`config.mk`:
```
export PLATFORM = sky130hd
export DESIGN_NAME = coin_sync_gen
export DESIGN_NICKNAME = d
export VERILOG_FILES = /design/src/rtl/csg_pkg.sv /design/src/rtl/csg_phase_track.sv /design/src/rtl/csg_lcm_engine.sv /design/src/rtl/csg_span_window.sv /design/src/rtl/coin_sync_gen.sv
export SDC_FILE = /design/constraint.sdc
export NUM_CORES = 1
export LEC_CHECK = 0
export CORE_ASPECT_RATIO = 1.2
export CORE_MARGIN = 2
export CORE_UTILIZATION = 25
export DETAILED_ROUTE_END_ITERATION = 6
export PLACE_DENSITY = 0.45
export SYNTH_ARGS = -nofsm -noshare
export SYNTH_HDL_FRONTEND = slang
export SYNTH_SLANG_ARGS = --single-unit
```
`constraint.sdc`:
```
create_clock -name clk -period 11.85 [get_ports clk]
set_input_delay 1.7775 -clock clk [delete_from_list [all_inputs] [get_ports clk]]
set_output_delay 1.7775 -clock clk [all_outputs]
set_load 0.03 [all_outputs]
```
`src/rtl/csg_pkg.sv`:
```
package csg_pkg;

    typedef enum logic [1:0] {
        ST_SETTLE = 2'd0,
        ST_ARMED  = 2'd1,
        ST_TRACK  = 2'd2
    } trk_state_e;

    typedef enum logic [1:0] {
        ENG_LOAD = 2'd0,
        ENG_STEP = 2'd1,
        ENG_DONE = 2'd2
    } eng_state_e;

endpackage

```
`src/rtl/csg_phase_track.sv`:
```
module csg_phase_track #(
    parameter int RATIO_W = 3
) (
    input  logic               clk,
    input  logic               rst_n,
    input  logic [RATIO_W-1:0] div_a,
    input  logic [RATIO_W-1:0] div_c,
    output logic               coin
);

    logic [1:0] at_zero;

    // One phase lane per monitored bank; lane 0 follows A, lane 1 follows C.
    generate
        for (genvar g = 0; g < 2; g++) begin : g_lane
            logic [RATIO_W-1:0] div;
            logic [RATIO_W-1:0] ph;

            assign div = (g == 0) ? div_a : div_c;

            always_ff @(posedge clk) begin
                if (!rst_n) begin
                    ph <= '0;
                end else if (ph == div - RATIO_W'(1)) begin
                    ph <= '0;
                end else begin
                    ph <= ph + RATIO_W'(1);
                end
            end

            assign at_zero[g] = (ph == '0);

            // the lane phase never leaves the range of its ratio
            a_r3_phase_range: assert property (@(posedge clk) disable iff (!rst_n)
                ph < div);
        end
    endgenerate

    assign coin = &at_zero;

endmodule

```
`src/rtl/csg_lcm_engine.sv`:
```
module csg_lcm_engine
    import csg_pkg::*;
#(
    parameter int RATIO_W = 3,
    parameter int SPAN_W  = 6
) (
    input  logic               clk,
    input  logic               rst_n,
    input  logic               start,
    input  logic [RATIO_W-1:0] in_a,
    input  logic [RATIO_W-1:0] in_c,
    output logic               done,
    output logic [SPAN_W-1:0]  span,
    output logic [RATIO_W-1:0] fast
);

    eng_state_e         eng_q, eng_d;
    logic [RATIO_W-1:0] sa_q, sa_d, sc_q, sc_d;
    logic [SPAN_W-1:0]  ma_q, ma_d, mc_q, mc_d;

    // Next state: walk the multiples of both ratios until they meet.
    always_comb begin
        eng_d = eng_q;
        sa_d  = sa_q;
        sc_d  = sc_q;
        ma_d  = ma_q;
        mc_d  = mc_q;
        if (start || eng_q == ENG_LOAD) begin
            sa_d  = in_a;
            sc_d  = in_c;
            ma_d  = SPAN_W'(in_a);
            mc_d  = SPAN_W'(in_c);
            eng_d = ENG_STEP;
        end else begin
            unique case (eng_q)
                ENG_STEP: begin
                    if (ma_q == mc_q) begin
                        eng_d = ENG_DONE;
                    end else if (ma_q < mc_q) begin
                        ma_d = ma_q + SPAN_W'(sa_q);
                    end else begin
                        mc_d = mc_q + SPAN_W'(sc_q);
                    end
                end
                ENG_DONE: begin
                    eng_d = ENG_DONE;
                end
                default: begin
                    eng_d = ENG_LOAD;
                end
            endcase
        end
    end

    // State register.
    always_ff @(posedge clk) begin
        if (!rst_n) begin
            eng_q <= ENG_LOAD;
        end else begin
            eng_q <= eng_d;
        end
    end

    // Datapath registers.
    always_ff @(posedge clk) begin
        if (!rst_n) begin
            sa_q <= '0;
            sc_q <= '0;
            ma_q <= '0;
            mc_q <= '0;
        end else begin
            sa_q <= sa_d;
            sc_q <= sc_d;
            ma_q <= ma_d;
            mc_q <= mc_d;
        end
    end

    // Outputs.
    always_comb begin
        done = (eng_q == ENG_DONE);
        span = ma_q;
        fast = (sa_q < sc_q) ? sa_q : sc_q;
    end

    // a finished result is a common multiple of both ratios
    a_r3_span_common: assert property (@(posedge clk) disable iff (!rst_n)
        (eng_q == ENG_DONE) |-> ((ma_q % SPAN_W'(sa_q)) == '0 && (ma_q % SPAN_W'(sc_q)) == '0));

endmodule

```
`src/rtl/csg_span_window.sv`:
```
module csg_span_window #(
    parameter int RATIO_W = 3,
    parameter int SPAN_W  = 6
) (
    input  logic               clk,
    input  logic               rst_n,
    input  logic               adopt,
    input  logic               run_nxt,
    input  logic [SPAN_W-1:0]  new_span,
    input  logic [RATIO_W-1:0] new_fast,
    output logic               sync_n,
    output logic               head
);

    logic [SPAN_W-1:0]  cnt_q, cnt_d;
    logic [SPAN_W-1:0]  span_q, span_d;
    logic [RATIO_W-1:0] fast_q, fast_d;
    logic               track_q;
    logic               low_d;
    logic               sync_q;

    // Next-cycle count and window decision, so the output is a plain flop.
    always_comb begin
        span_d = adopt ? new_span : span_q;
        fast_d = adopt ? new_fast : fast_q;
        if (adopt) begin
            cnt_d = SPAN_W'(1);
        end else if (run_nxt) begin
            cnt_d = (cnt_q == span_q - SPAN_W'(1)) ? '0 : cnt_q + SPAN_W'(1);
        end else begin
            cnt_d = '0;
        end
        low_d = run_nxt && (cnt_d >= span_d - SPAN_W'(fast_d));
    end

    always_ff @(posedge clk) begin
        if (!rst_n) begin
            cnt_q   <= '0;
            span_q  <= '0;
            fast_q  <= '0;
            track_q <= 1'b0;
            sync_q  <= 1'b1;
        end else begin
            cnt_q   <= cnt_d;
            span_q  <= span_d;
            fast_q  <= fast_d;
            track_q <= run_nxt;
            sync_q  <= !low_d;
        end
    end

    assign sync_n = sync_q;
    assign head   = (cnt_q == '0);

    // the interval counter stays inside the adopted interval
    a_r3_count_in_span: assert property (@(posedge clk) disable iff (!rst_n)
        track_q |-> (cnt_q < span_q));

endmodule

```
`src/rtl/coin_sync_gen.sv`:
```
module coin_sync_gen
    import csg_pkg::*;
#(
    parameter int RATIO_W = 3
) (
    input  logic               clk,
    input  logic               rst_n,
    input  logic [RATIO_W-1:0] ratio_a,
    input  logic [RATIO_W-1:0] ratio_c,
    output logic               sync_n
);

    localparam int SPAN_W  = 2 * RATIO_W;
    localparam int GUARD   = 1 << (RATIO_W + 1);
    localparam int GUARD_W = $clog2(GUARD) + 1;

    function automatic logic [RATIO_W-1:0] floor_two(input logic [RATIO_W-1:0] r);
        return (r < RATIO_W'(2)) ? RATIO_W'(2) : r;
    endfunction

    trk_state_e         state_q, state_d;
    logic [RATIO_W-1:0] req_a, req_c;
    logic [RATIO_W-1:0] pend_a, pend_c;
    logic [RATIO_W-1:0] cur_a, cur_c;
    logic [GUARD_W-1:0] gcnt;
    logic               chg;
    logic               adopt;
    logic               coin;
    logic               head;
    logic               eng_done;
    logic [SPAN_W-1:0]  eng_span;
    logic [RATIO_W-1:0] eng_fast;

    assign req_a = floor_two(ratio_a);
    assign req_c = floor_two(ratio_c);
    assign chg   = (req_a != pend_a) || (req_c != pend_c);

    // Transitions: retune, guard expiry, adopt.
    always_comb begin
        state_d = state_q;
        adopt   = 1'b0;
        if (chg) begin
            state_d = ST_SETTLE;
        end else begin
            unique case (state_q)
                ST_SETTLE: begin
                    if (gcnt == GUARD_W'(GUARD - 1)) begin
                        state_d = ST_ARMED;
                    end
                end
                ST_ARMED: begin
                    if (coin) begin
                        state_d = ST_TRACK;
                        adopt   = 1'b1;
                    end
                end
                ST_TRACK: begin
                    state_d = ST_TRACK;
                end
                default: begin
                    state_d = ST_SETTLE;
                end
            endcase
        end
    end

    // State register.
    always_ff @(posedge clk) begin
        if (!rst_n) begin
            state_q <= ST_SETTLE;
        end else begin
            state_q <= state_d;
        end
    end

    // Request, current ratio and guard registers.
    always_ff @(posedge clk) begin
        if (!rst_n) begin
            pend_a <= req_a;
            pend_c <= req_c;
            cur_a  <= req_a;
            cur_c  <= req_c;
            gcnt   <= '0;
        end else begin
            if (chg) begin
                pend_a <= req_a;
                pend_c <= req_c;
            end
            if (chg) begin
                gcnt <= '0;
            end else if (state_q == ST_SETTLE) begin
                gcnt <= gcnt + GUARD_W'(1);
            end
            if (adopt) begin
                cur_a <= pend_a;
                cur_c <= pend_c;
            end
        end
    end

    csg_phase_track #(
        .RATIO_W (RATIO_W)
    ) u_phase (
        .clk   (clk),
        .rst_n (rst_n),
        .div_a (cur_a),
        .div_c (cur_c),
        .coin  (coin)
    );

    csg_lcm_engine #(
        .RATIO_W (RATIO_W),
        .SPAN_W  (SPAN_W)
    ) u_engine (
        .clk   (clk),
        .rst_n (rst_n),
        .start (chg),
        .in_a  (req_a),
        .in_c  (req_c),
        .done  (eng_done),
        .span  (eng_span),
        .fast  (eng_fast)
    );

    csg_span_window #(
        .RATIO_W (RATIO_W),
        .SPAN_W  (SPAN_W)
    ) u_window (
        .clk      (clk),
        .rst_n    (rst_n),
        .adopt    (adopt),
        .run_nxt  (state_d == ST_TRACK),
        .new_span (eng_span),
        .new_fast (eng_fast),
        .sync_n   (sync_n),
        .head     (head)
    );

    // the marker can be low only while tracking
    a_r8_low_only_tracking: assert property (@(posedge clk) disable iff (!rst_n)
        !sync_n |-> (state_q == ST_TRACK));

    // a seen change forces the marker high on the next cycle
    a_r8_drop_on_change: assert property (@(posedge clk) disable iff (!rst_n)
        chg |=> sync_n);

    // interval head and detected coincidence agree while tracking
    a_r3_head_on_coin: assert property (@(posedge clk) disable iff (!rst_n)
        (state_q == ST_TRACK) |-> (head == coin));

    // the engine has its result before the block waits for a coincidence
    a_r9_armed_ready: assert property (@(posedge clk) disable iff (!rst_n)
        (state_q == ST_ARMED) |-> eng_done);

endmodule

```
=== After elaboration in Yosys (flattened, before gate mapping) ===
Cells that the tools add are included.

* Input port bits: 8
* Bits in registers: 61
* Output and inout port bits: 1
* Logic and storage cells: 109

* Magnitude comparators: 5
* Multiplexer cells: 34
* Reductions and logical operators: 19
* $add $sub $neg: 10
* Equal/unequal tests: 18
* Bitwise logic cells: 3

{| class="wikitable"
|+ Operators with widths
! operator !! count
|-
| 3-bit two-way mux || 20
|-
| 6-bit two-way mux || 4
|-
| 6-bit by 3-bit adder with 6-bit output || 2
|-
| 6-bit equality test || 2
|-
| 3-bit AND reduction || 4
|-
| 2-bit by 1-bit != test with 1-bit output (second input constant) || 5
|-
| 2-bit two-way mux || 4
|-
| 2-bit OR reduction || 4
|-
| 3-bit by 1-bit adder with 3-bit output (second input constant) || 2
|-
| 6-bit by 1-bit adder with 6-bit output (second input constant) || 1
|-
| 2-bit equality test (second input constant) || 3
|-
| 3-bit equality test || 2
|-
| 6-bit >= comparator || 1
|-
| 3-bit zero test || 2
|-
| 3-bit by 2-bit less-than comparator with 1-bit output (second input constant) || 2
|-
| 6-bit less-than comparator || 1
|-
| 3-bit != test || 2
|-
| 2-bit one-hot mux with 3 select lines || 1
|-
| 3-bit by 1-bit subtractor with 3-bit output (second input constant) || 2
|-
| 6-bit by 1-bit subtractor with 6-bit output (second input constant) || 1
|-
| 6-bit by 3-bit subtractor with 6-bit output || 1
|-
| 5-bit by 1-bit adder with 5-bit output (second input constant) || 1
|-
| 5-bit by 4-bit equality test with 1-bit output (second input constant) || 1
|-
| 2-bit by 1-bit equality test with 1-bit output (second input constant) || 2
|-
| 11 further kinds || 19
|}

=== Depth between registers and ports, before layout ===
Gate-level depths: netlist of run 1.

* Depth in word-level cells: 11
* Depth in mapped cells: 20
* Gate-level depth less buffers: 19

=== Cells and area by module ===
Synthesis of run 1 repeated with hierarchy kept, for this count alone.

* Cells, all modules: 409
* Area total of the unflattened synthesis: 3907.5 um^2

{| class="wikitable"
|+ Modules (own cells, without submodules)
! module !! sequential area each (um^2) !! times used !! area each (um^2) !! cells each
|-
| csg_lcm_engine || 400.4 || 1 || 1340.0 || 153
|-
| csg_span_window || 320.3 || 1 || 1139.8 || 123
|-
| coin_sync_gen || 500.5 || 1 || 939.7 || 86
|-
| csg_phase_track || 120.1 || 1 || 488.0 || 47
|}

=== Worst setup path before layout of run 1 ===
No wires, ideal clock.

* Path kind: input port to flip-flop
* Start point: input port ratio_c[2]
* End point: register u_window.sync_q, in the netlist u_window.sync_n
* Data arrival time: 5.066 ns
* Cell stages on the path: 19
* Buffers on the path: 2
* Setup slack: 6.665 ns
* Library setup time: 0.119 ns
* Data required time: 11.731 ns
* Cell sequence: buf_4 -> or3b_1 -> a21oi_2 -> o2111ai_4 -> nor2_4 -> buf_4 -> mux2i_1 -> inv_1 -> ha_1 -> nor2b_1 -> o21ai_0 -> nand2b_1 -> or3_1 -> xnor2_1 -> mux2i_1 -> ha_1 -> nand2_1 -> o21ai_0 -> nand2_1

* Cells in the longest elaborated chain, start to end: 11
* Elaborated cells on any way between the ends: 15
* Those cells by class: add/sub (1); order compare (2); eq/ne (2); mux (7); reduce/logical (3)

{| class="wikitable"
|+ RTL lines
! item !! RTL line !! source
|-
| start: declaration || coin_sync_gen.sv:9 || <nowiki>input logic [RATIO_W-1:0] ratio_c,</nowiki>
|-
| 3-bit by 2-bit less-than comparator with 1-bit output || coin_sync_gen.sv:18 || <nowiki>return (r < RATIO_W'(2)) ? RATIO_W'(2) : r;</nowiki>
|-
| 3-bit two-way mux * || coin_sync_gen.sv:18 ||
|-
| 3-bit != test * || coin_sync_gen.sv:36 || <nowiki>assign chg = (req_a != pend_a) || (req_c != pend_c);</nowiki>
|-
| 1-bit logical OR * || coin_sync_gen.sv:36 ||
|-
| parallel branches: the longest is 5 deep, another holds 6-bit by 3-bit subtractor with 6-bit output || n/a ||
|-
| 1-bit logical AND * || csg_span_window.sv:33 || <nowiki>low_d = run_nxt && (cnt_d >= span_d - SPAN_W'(fast_d));</nowiki>
|-
| 1-bit zero test * || csg_span_window.sv:48 || <nowiki>sync_q <= !low_d;</nowiki>
|-
| end signal: assignment || csg_span_window.sv:48 ||
|-
| end: declaration || csg_span_window.sv:20 || <nowiki>logic sync_q;</nowiki>
|}

Every way passes the cells marked *.
A chain may end at the register's enable or synchronous reset.

=== Worst setup path in the final report of run 1 ===
Same ends and word-level chain as after synthesis.

==> results of run 1 <==
-- layer usage --
layer  GRT usage  vias to the layer above  wire length, um
met1       0.135                     1202             3600
met4      0.0467                        0              152
met5           0                        -                0
met3      0.0228                        9              134
li1            -                     1330                -
met2       0.179                       18             3700
-- synthesized netlist by cell type (4+ instances only) --
| library cell | n |
|---|---|
| xnor2_1 | 27 |
| xor2_1 | 16 |
| nand2b_1 | 7 |
| inv_1 | 30 |
| nor3_1 | 7 |
| ha_1 | 36 |
| a21o_1 | 7 |
| and2_1 | 5 |
| o21a_1 | 4 |
| edfxtp_1 | 12 |
| o21ai_0 | 16 |
| mux2i_1 | 10 |
| nor2_1 | 34 |
| a21oi_1 | 21 |
| clkbuf_1 | 6 |
| nand2_1 | 25 |
| nor2b_1 | 6 |
| nand3_1 | 4 |
| dfxtp_1 | 49 |
| o211ai_1 | 4 |
| mux2_2 | 10 |
| nor4_1 | 5 |
-- path summary, 6_finish.rpt --
check | startpoint | slack [ns] | depth (start not counted) | to
setup / recovery | ratio_c[2] | 6.02 | 18 | u_window.sync_n
hold / removal | u_phase.g_lane[1].ph[0] | 0.48 | 1 | u_phase.g_lane[1].ph[0]
setup reg to reg | u_phase.g_lane[0].ph[0] | 7.51 | 19 | u_window.sync_n
hold reg to reg | u_phase.g_lane[1].ph[0] | 0.48 | 1 | u_phase.g_lane[1].ph[0]
-- per-stage QoR --
step,util,area [um^2]
after detailed placement,0.272,3870
after CTS,0.295,4190
after global placement,0.272,3870
after floorplan,-,3610
final,0.295,4190
after global routing,0.295,4190
-- layout make-up --
| class | count | area, um^2 |
|---|---|---|
| Fill cell | 1490 | 10000 |
| Multi-Input combinational cell | 279 | 2100 |
| Sequential cell | 61 | 1340 |
| Clock buffer | 10 | 229 |
| Tap cell | 175 | 219 |
| Inverter | 31 | 116 |
| Clock inverter | 6 | 95.1 |
| Timing Repair Buffer | 9 | 87.6 |
-- logic make-up (layout without fill, tap and decap cells) --
logic type,Yosys count,count (layout)
AND/OR/NAND/NOR,112,112
AO/OA/AOI/OAI,65,65
flip-flops,61,61
XOR/XNOR,43,43
buffers and inverters,41,56
adder cells (fa/ha/maj),39,39
multiplexers,20,20
-- worst register-to-register path, stage by stage, from the launching register on --
cell	delay [ns]
dfxtp_1	0.34
inv_1	0.07
ha_1	0.14
nand2_1	0.05
nor3_1	0.49
nand3b_1	0.41
nor2_4	0.44
mux2i_1	0.41
inv_1	0.08
ha_1	0.27
nor2b_1	0.12
o21ai_0	0.15
nand2b_1	0.12
or3_1	0.34
xnor2_1	0.13
mux2i_1	0.09
ha_1	0.32
nand2_1	0.06
o21ai_0	0.15
nand2_1	0.06
-- power by group through the flow --
stage	logic (uW)	registers (uW)	clock network, uW
2_1_floorplan	45.2	232	0
3_3_place_gp	56.9	234	0
3_5_place_dp	58.2	235	0
4_1_cts	58.9	230	294
5_1_grt	66.5	231	304
6_report	57.8	230	286
-- state kept, by name (all words and copies together) (netlist names), 5 cells and up, named ones only --
| signal | flops |
|---|---|
| u_engine.mc_q | 6 |
| gcnt | 5 |
| u_window.span_q | 5 |
| u_engine.span | 6 |
| u_phase.g_lane.ph | 6 |
| u_window.cnt_q | 6 |
==> results.md, run 1 <==
- CP top delay family: simple AND/OR/NAND/NOR gates
- P_leak: 0.00161 uW
- Post-synthesis sequential area ratio: 0.372
- Critical Path AT: 6.05 ns
- Critical-path top delay cell: clkdlybuf4s50_1
- Comb pwr share: 0.101
- Commonest non-fill, non-tap cells in the layout: dfxtp_1 (49), ha_1 (36), nor2_1 (34)
- First-pass GRT wire length: between 10,000 and 15,000 um
- Final setup margin: 6.02 ns
- CTS H-tree depth: 3
- Setup-failing EPs final: 0
- Hold slack: 0.476 ns
- Post-synthesis adder-cell area fraction: 0.141
- Clk_lat worst skew: 0.33 ns
- Synth Area in Compound Gates: 0.123
- Synth Flop Type: dfxtp_1
- Largest net degree at the start of global routing: 20
- Flop pwr share: 0.400
- Syn_nets: 428
- CP max FO: 17
- Power per cell area: 137 nW/um^2
- Seq cells post-synth: 61
- DR iter-0 viols: 86
- Clock skew: around 0.0070 ns
- # Post-CTS Setup Buffers: 0
- Ports: 9
- Chip Width: 114 um
- Nets: 438
- Residual DRC count: 0
- DR WL/cell: 13.3 um
- Outcome: completed
- DR pass1 iterations: 4
- Antenna-violating nets left: 0
- Final Max Slew Viols: 0
- EDFF count, synth: 12
- GPL Wtd Cong: 0.720
- Crit path cell chain: clkdlybuf4s50_1, or3b_1, a21oi_2, o2111ai_4, nor2_4, mux2i_1, inv_1, ha_1, nor2b_1, o21ai_0, nand2b_1, or3_1, xnor2_1, mux2i_1, ha_1, nand2_1, o21ai_0, nand2_1
- Maximum clock path buffer count: 2
- Relative slew margins: 0.393
- Yosys cell types: 48
- Final Hold Viols: 0
- Worst setup EP type: flop
- Vias: between 2,000 and 3,000
- Non-Filler Instances: 571
- Initial antenna violation count: 0
- # resized after CTS: 0
- Period utilization: 0.492
- Unrepaired setup endpoints after global routing: false
- Root buf cell: clkbuf_16
- I/O Buffers: 8
- Post-synthesis mux area share: 0.0589
- Peak VDD IR: 0.0000580 V
- Ys Warns: 0
- Design Power: 574 uW
- Hold_buf cts: 0
- Syn Inst Count: 381
- Critical path buffer and inverter count: 2
- Top cells by area, synth: dfxtp_1 (27%), ha_1 (12%), edfxtp_1 (10%)
- Worst-Margin Slew: 0.900 ns
- Max-cap violations: 0
- Simple-gate share of the synthesized area: 0.155
- Mapped Avg Cell Area: 9.47 um^2
- CTS Buf Count: 9
- Area delta synth->final: 16.2%
- Placed Cells: 555
- Post-Place Worst Slack: around 5.6 ns
- CTS tree: yes
- Synth area leader: dfxtp_1
- Setup TNS Final: 0 ns
- Post-synthesis xor/xnor area fraction: 0.104
- Via density per instance: around 4.5
- Psw: 140 uW
- GRT overflow: 0
- Final min period: 5.83 ns
- Async SR Flop Fraction: 0
- Worst-path clk slew: 0.06 ns
- Clock sink count: just over 60
- Die Span Y: 136 um
- Main combinational cell family by area after synthesis: simple AND/OR/NAND/NOR gates
- Setup CP Type: in2reg
- Most common cell after layout, fill and taps aside: dfxtp_1
- Worst hold path class: reg2reg
- CP peak stage delay: between 0.6 and 0.7 ns
- Syn Std Cell Area: 3610 um^2
- Die area: 15,400 um^2
- Initial Util: 0.254
- Synth top area share: 0.272
- CP Launch Type: primary input
- CP required: 12.07 ns
- Internal: 434 uW
- Detailed placement HPWL: 5620 um
- Core Area: 14,200 um^2
- Row Count: 48
- Fmax: 171 MHz
- Routed wire length: ~7600 um
- Fraction of layout instances using a drive strength above 1: 0.0884
- Number of global-route vias before repair: around 2,600
- ANT cells: 0
- Switching share of power: 0.244
- Clock power share: 0.499
- GR Util All Layers: 0.108
(Power assumes the default switching activity.)
==> run 2, diff against run 1 <==
==> constraint.sdc (replaced) <==
create_clock -name clk -period 6.1 [get_ports clk]
set_input_delay 0.915 -clock clk [delete_from_list [all_inputs] [get_ports clk]]
set_output_delay 0.915 -clock clk [all_outputs]
set_load 0.03 [all_outputs]
==> run 2 against run 1 <==
Sequential share of layout area up 0.24 points. Sequential power rose by 94%. Largest power group unchanged. Die area stayed put. Count of clock-buffer cells in the layout grew 1. Via count is 1.1% lower. Clock skew decreased by 0.0013 ns. Combinational power rose by 94%. Register-to-register slack worse by 5.6 ns. First-iteration DRC count decreased by 26%. Wire length decreased by 2.8%. Flip-flop and latch count unchanged. Core utilization fell by 0.22 points.
==> results.md, run 2 (synthesis gave the netlist of run 1 again) <==
- Outcome: completed (unchanged)
- Vias: 2,532 (was 2,559)
- Commonest non-fill, non-tap cells in the layout: dfxtp_1 (49), ha_1 (36), nor2_1 (34) (unchanged)
- Core Area: 14,200 um^2 (unchanged)
- Relative slew margins: 0.418 (was 0.393)
- DR pass1 iterations: 4 (unchanged)
- Die area: 15,400 um^2 (unchanged)
- Final std cell area, no fill: 4160 um^2 (was 4190 um^2)
- Number of global-route vias before repair: 2,487 (was 2,570)
- Clk_lat worst skew: 0.33 ns (about the same)
- GRT overflow: 0 (unchanged)
- Chip Width: 114 um (unchanged)
- Initial Util: 0.254 (unchanged)
- Initial antenna violation count: 0 (unchanged)
- Max-cap violations: 0 (unchanged)
- First-pass GRT wire length: 12,400 um (was 12,800 um)
- Post-Place Worst Slack: 0.842 ns (was 5.63 ns)
- Hold_buf cts: 0 (unchanged)
- Fmax: 205 MHz
- Setup CP Type: in2reg (unchanged)
- Residual DRC count: 0 (unchanged)
- Largest net degree at the start of global routing: 20 (unchanged)
- Placed Cells: 556 (was 555)
- Ports: 9 (unchanged)
- CTS Buf Count: 9 (unchanged)
- Clock skew: 0.00574 ns (was 0.00701 ns)
- FF+latch area: 1340 um^2 (unchanged)
- Area delta synth->final: 15.3% (was 16.2%)
- Final Hold Viols: 0 (unchanged)
- Routed wire length: 7380 um (was 7600 um)
- P_leak: 0.00160 uW (was 0.00161 uW)
- Nets: 439 (was 438)
- Final Max Slew Viols: 0 (unchanged)
- ANT cells: 0 (unchanged)
- Non-Filler Instances: 572 (was 571)
- Antenna-violating nets left: 0 (unchanged)
- # Post-CTS Setup Buffers: 0 (unchanged)
- DR iter-0 viols: 64 (was 86)
- Detailed placement HPWL: 5560 um (was 5620 um)
- Filler cells: 1,503 (was 1,490)
- CTS tree: yes (unchanged)
- Power per cell area: 253 nW/um^2 (was 137 nW/um^2)
- Unrepaired setup endpoints after global routing: false (unchanged)
- GPL Wtd Cong: 0.719 (was 0.720)
- Worst-Margin Slew: 0.863 ns (was 0.900 ns)
- Design Power: 1050 uW (was 574 uW)
- Setup TNS Final: 0 ns (unchanged)
- Die Span Y: 136 um (unchanged)
- Fraction of layout instances using a drive strength above 1: 0.0856 (was 0.0884)
- Setup-failing EPs final: 0 (unchanged)
- GR Util All Layers: 0.104 (was 0.108)
- Worst-path clk slew: 0.05 ns (was 0.06 ns)
- I/O Buffers: 8 (unchanged)
- CTS H-tree depth: 3 (unchanged)
- Clock sink count: 61 (unchanged)
- Most common cell after layout, fill and taps aside: dfxtp_1 (unchanged)
- DR WL/cell: 12.9 um (was 13.3 um)
- # resized after CTS: 0 (unchanged)
- Root buf cell: clkbuf_16 (unchanged)
- Worst setup EP type: flop (unchanged)
- CP Launch Type: primary input (unchanged)
- Worst hold path class: reg2reg (unchanged)
- CP required: 6.31 ns (was 12.07 ns)
- Final setup margin: 1.21 ns (was 6.02 ns)
- Row Count: 48 (unchanged)
- Period utilization: 0.801
- Critical Path AT: 5.10 ns (was 6.05 ns)
- Combined area of the multi-input logic cells: 2100 um^2 (unchanged)
- Via density per instance: 4.43 (was 4.48)
- Dpl cell area: 3880 um^2 (was 3870 um^2)
- Maximum clock path buffer count: 2 (unchanged)
- Peak VDD IR: 0.000128 V (was 0.0000580 V)
- Final min period: slightly below 5 ns
- CP max FO: 17 (unchanged)
-- run 2: stage by stage --
step | utilization | hold WS (ns)
global placement | 0.272 | 0.459
CTS | 0.292 | 0.480
floorplan | - | 0.441
finish | 0.292 | 0.473
detailed placement | 0.272 | 0.467
global route | 0.292 | 0.515
-- run 2: layout make-up --
| type | instances | area share |
|---|---|---|
| flip-flops and latches | 61 | 0.322 |
| clock inverters | 5 | 0.0126 |
| multi-input cells | 279 | 0.506 |
| well taps | 175 | 0.0526 |
| clock buffers | 11 | 0.0559 |
| repair buffers | 10 | 0.0229 |
| inverters | 31 | 0.0280 |
-- run 2: critical path, cell delays in order --
cell	delay, ns
clkdlybuf4s50_1	0.63
or3b_1	0.39
a21oi_2	0.18
o2111ai_4	0.31
nor2_4	0.44
mux2i_1	0.37
inv_1	0.08
ha_1	0.27
nor2b_1	0.12
o21ai_0	0.14
nand2b_1	0.12
or3_1	0.34
xnor2_1	0.14
mux2i_1	0.09
ha_1	0.30
nand2_1	0.05
o21ai_0	0.14
nand2_1	0.07
-- run 2: where the power goes --
part / total, uW / internal (uW) / switching, uW / leakage (uW)
logic: 112 / 52.1 / 59.5 / 0.000940
registers: 447 / 430 / 16.3 / 0.000519
clock network: 494 / 314 / 180 / 0.000141
total: 1050 / 796 / 256 / 0.00160
-- run 2: path summary, 6_finish.rpt --
path,from,endpoint,slack [ns],cells after the start
worst max-delay path,ratio_c[2],u_window.sync_n,1.21,18
worst min-delay path,u_phase.g_lane[1].ph[0],u_phase.g_lane[1].ph[0],0.47,1
worst max register to register,u_phase.g_lane[0].ph[0],u_window.sync_n,1.86,19
worst min register to register,u_phase.g_lane[1].ph[0],u_phase.g_lane[1].ph[0],0.47,1
-- run 2: metal layers --
metal	GRT usage	wire length, um
met3	0.0224	152
met4	0.0522	195
met1	0.131	3590
met5	0	0
met2	0.167	3450
==> run 3, diff against run 2 <==
--- a/config.mk
+++ b/config.mk
@@ -9,7 +9,7 @@
 export CORE_MARGIN = 2
 export CORE_UTILIZATION = 25
 export DETAILED_ROUTE_END_ITERATION = 6
-export PLACE_DENSITY = 0.45
+export PLACE_DENSITY = 0.46
 export SYNTH_ARGS = -nofsm -noshare
 export SYNTH_HDL_FRONTEND = slang
 export SYNTH_SLANG_ARGS = --single-unit
==> constraint.sdc (replaced) <==
create_clock -name clk -period 3.95 [get_ports clk]
set_input_delay 0.5925 -clock clk [delete_from_list [all_inputs] [get_ports clk]]
set_output_delay 0.5925 -clock clk [all_outputs]
set_load 0.03 [all_outputs]
==> run 3 against run 2 <==
Critical path depth up 1. Flip-flop and latch count unchanged. Sequential share of layout area down 2.2 points. Wire length increased by 5.4%. Non-clock buffer count up 23. Die area is the same. Total power up 71%. Global-route usage increased by 0.68 points. Highest routed layer unchanged.
==> results.md, run 3 (synthesis gave the netlist of run 1 again) <==
- ANT cells: 0 (unchanged)
- GPL Wtd Cong: 0.771 (was 0.719)
- Nets: 462 (was 439)
- Critical-path top delay cell: clkdlybuf4s50_1 (unchanged)
- Clk_lat worst skew: 0.33 ns (about the same)
- P_leak: 0.00179 uW (was 0.00160 uW)
- CTS H-tree depth: 3 (unchanged)
- Root buf cell: clkbuf_16 (unchanged)
- Critical Path AT: 3.96 ns (was 5.10 ns)
- CP required: 4.17 ns (was 6.31 ns)
- DR WL/cell: 13.1 um (was 12.9 um)
- Filler cells: 1,467 (was 1,503)
- Clock skew: 0.00775 ns (was 0.00574 ns)
- Worst-Margin Slew: 0.711 ns (was 0.863 ns)
- Period utilization: 0.949
- Most common cell after layout, fill and taps aside: dfxtp_1 (unchanged)
- Final Max Slew Viols: 0 (unchanged)
- GR Util All Layers: 0.110 (was 0.104)
- Flop pwr share: 0.384 (was 0.425)
- Fraction of layout instances using a drive strength above 1: 0.167 (was 0.0856)
- Clock sink count: 61 (unchanged)
- CTS Buf Count: 9 (unchanged)
- DR pass1 iterations: 4 (unchanged)
- DR iter-0 viols: 98 (was 64)
- Design Power: 1800 uW (was 1050 uW)
- Peak VDD IR: 0.000174 V (was 0.000128 V)
- Switching share of power: 0.228 (was 0.243)
- CP Launch Type: primary input (unchanged)
- Relative slew margins: 0.526 (was 0.418)
- R2R Path Start: u_phase.g_lane[0].ph[0] (unchanged)
- Hold_sp: u_phase.g_lane[1].ph[0] (unchanged)
- Fmax: 267 MHz
- Vias: 2,660 (was 2,532)
- CP peak stage delay: 0.41 ns (was 0.63 ns)
- Hold path endpoint: u_phase.g_lane[1].ph[0] (unchanged)
- Hold path depth: 1 (unchanged)
- Row Count: 48 (unchanged)
- Crit path cell chain: clkdlybuf4s50_1, buf_4, xnor2_1, a31o_2, o2111ai_4, nor2_4, mux2_4, inv_1, ha_1, nor2b_2, o21ai_1, nand2b_1, or3_4, xnor2_2, mux2i_1, ha_1, nand2_1, o21ai_1, nand2_1 (was clkdlybuf4s50_1, or3b_1, a21oi_2, o2111ai_4, nor2_4, mux2i_1, inv_1, ha_1, nor2b_1, o21ai_0, nand2b_1, or3_1, xnor2_1, mux2i_1, ha_1, nand2_1, o21ai_0, nand2_1)
- Final Hold Viols: 0 (unchanged)
- CTS tree: yes (unchanged)
- Number of global-route vias before repair: 2,721 (was 2,487)
- Setup-failing EPs final: 0 (unchanged)
- Ports: 9 (unchanged)
- Max-cap violations: 0 (unchanged)
- Worst hold path class: reg2reg (unchanged)
- Initial antenna violation count: 0 (unchanged)
- Internal: 1390 uW (was 796 uW)
- Outcome: completed (unchanged)
- Routed wire length: 7780 um (was 7380 um)
- Maximum clock path buffer count: 2 (unchanged)
- GRT overflow: 0 (unchanged)
- CP max FO: 5 (was 17)
- Power per cell area: 402 nW/um^2 (was 253 nW/um^2)
- Clock power share: 0.514 (was 0.469)
- Die area: 15,400 um^2 (unchanged)
- Worst r2r dst: u_window.sync_n (unchanged)
- I/O Buffers: 8 (unchanged)
- Reg2Reg Depth: 19 (unchanged)
- Area delta synth->final: 23.9% (was 15.3%)
- Core Area: 14,200 um^2 (unchanged)
- Detailed placement HPWL: 5770 um (was 5560 um)
- First-pass GRT wire length: 13,300 um (was 12,400 um)
- Initial Util: 0.254 (unchanged)
- Reg2Reg Setup Slack: 0.37 ns (was 1.86 ns)
- Residual DRC count: 0 (unchanged)
- Worst-path clk slew: 0.06 ns (was 0.05 ns)
- Antenna-violating nets left: 0 (unchanged)
- Die Span Y: 136 um (unchanged)
- Commonest non-fill, non-tap cells in the layout: dfxtp_1 (49), ha_1 (36), nor2_1 (34) (unchanged)
- Largest net degree at the start of global routing: 20 (unchanged)
- Final setup margin: 0.203 ns (was 1.21 ns)
- Via density per instance: 4.47 (was 4.43)
- Psw: 411 uW (was 256 uW)
- Post-Place Worst Slack: -0.362 ns (was 0.842 ns)
- CP Launch Point: ratio_a[1] (was ratio_c[2])
- Comb pwr share: 0.102 (was 0.106)
- Chip Width: 114 um (unchanged)
- Worst setup EP type: flop (unchanged)
- Final min period: 3.75 ns
- Setup CP Type: in2reg (unchanged)
==> run 3: area by class of cell <==
cell class / instances / area, um^2 / area share
multi-input cells: 279 / 2170 / 0.486
repair buffers: 33 / 273 / 0.0610
clock buffers: 11 / 243 / 0.0543
flip-flops and latches: 61 / 1340 / 0.300
inverters: 31 / 116 / 0.0260
clock inverters: 5 / 106 / 0.0238
well taps: 175 / 219 / 0.0490
==> run 3: worst max-delay path by stage <==
stage	endpoint	depth (start not counted)	slack (ns)
floorplan	u_window.sync_n	19	0.008
finish	u_window.sync_n	19	0.20
CTS	u_window.sync_n	18	0.003
detailed placement	u_window.sync_n	18	-0.36
global placement	u_window.sync_n	18	-0.31
global route	u_window.sync_n	19	-0.01
==> run 3: what timing repair did <==
item | 4_1_cts | 5_1_grt
gates resized for setup | 1 | 17
setup buffers | 1 | 2
hold buffers | 0 | 0
pin swaps | 2 | 9
setup endpoints to repair | 1 | 1
==> run 3: per-layer routing <==
layer	routed length, um	global-route usage	share of wire
met1	3660	0.129	0.47
met2	3820	0.193	0.49
met3	150	0.0260	0.019
met4	150	0.0474	0.019
met5	0	0	0
==> run 3: critical path, delay by kind of cell <==
family / cells / cell delay [ns]
multiplexers: 2 / 0.42
XOR/XNOR: 2 / 0.29
buffers and inverters: 3 / 0.61
AO/OA/AOI/OAI: 4 / 0.57
AND/OR/NAND/NOR: 6 / 0.97
adder cells (fa/ha/maj): 2 / 0.52
==> run 3: per-stage QoR <==
stage / setup TNS (ns) / utilization / cells / hold slack (ns) / area, um^2
3_3_place_gp: -0.311 / 0.283 / 576 / 0.462 / 4030
6_report: 0 / 0.314 / 595 / 0.480 / 4470
5_1_grt: -0.0122 / 0.314 / 595 / 0.508 / 4470
2_1_floorplan: 0 / - / 381 / 0.441 / 3610
3_5_place_dp: -0.362 / 0.283 / 576 / 0.472 / 4030
4_1_cts: 0 / 0.308 / 593 / 0.486 / 4390
==> run 3: power by group through the flow <==
stage	combinational (uW)	sequential (uW)	clock, uW
after floorplan	136	696	0
after global placement	177	703	0
after detailed placement	181	704	0
after CTS	181	691	943
after global routing	210	696	973
final	184	691	924
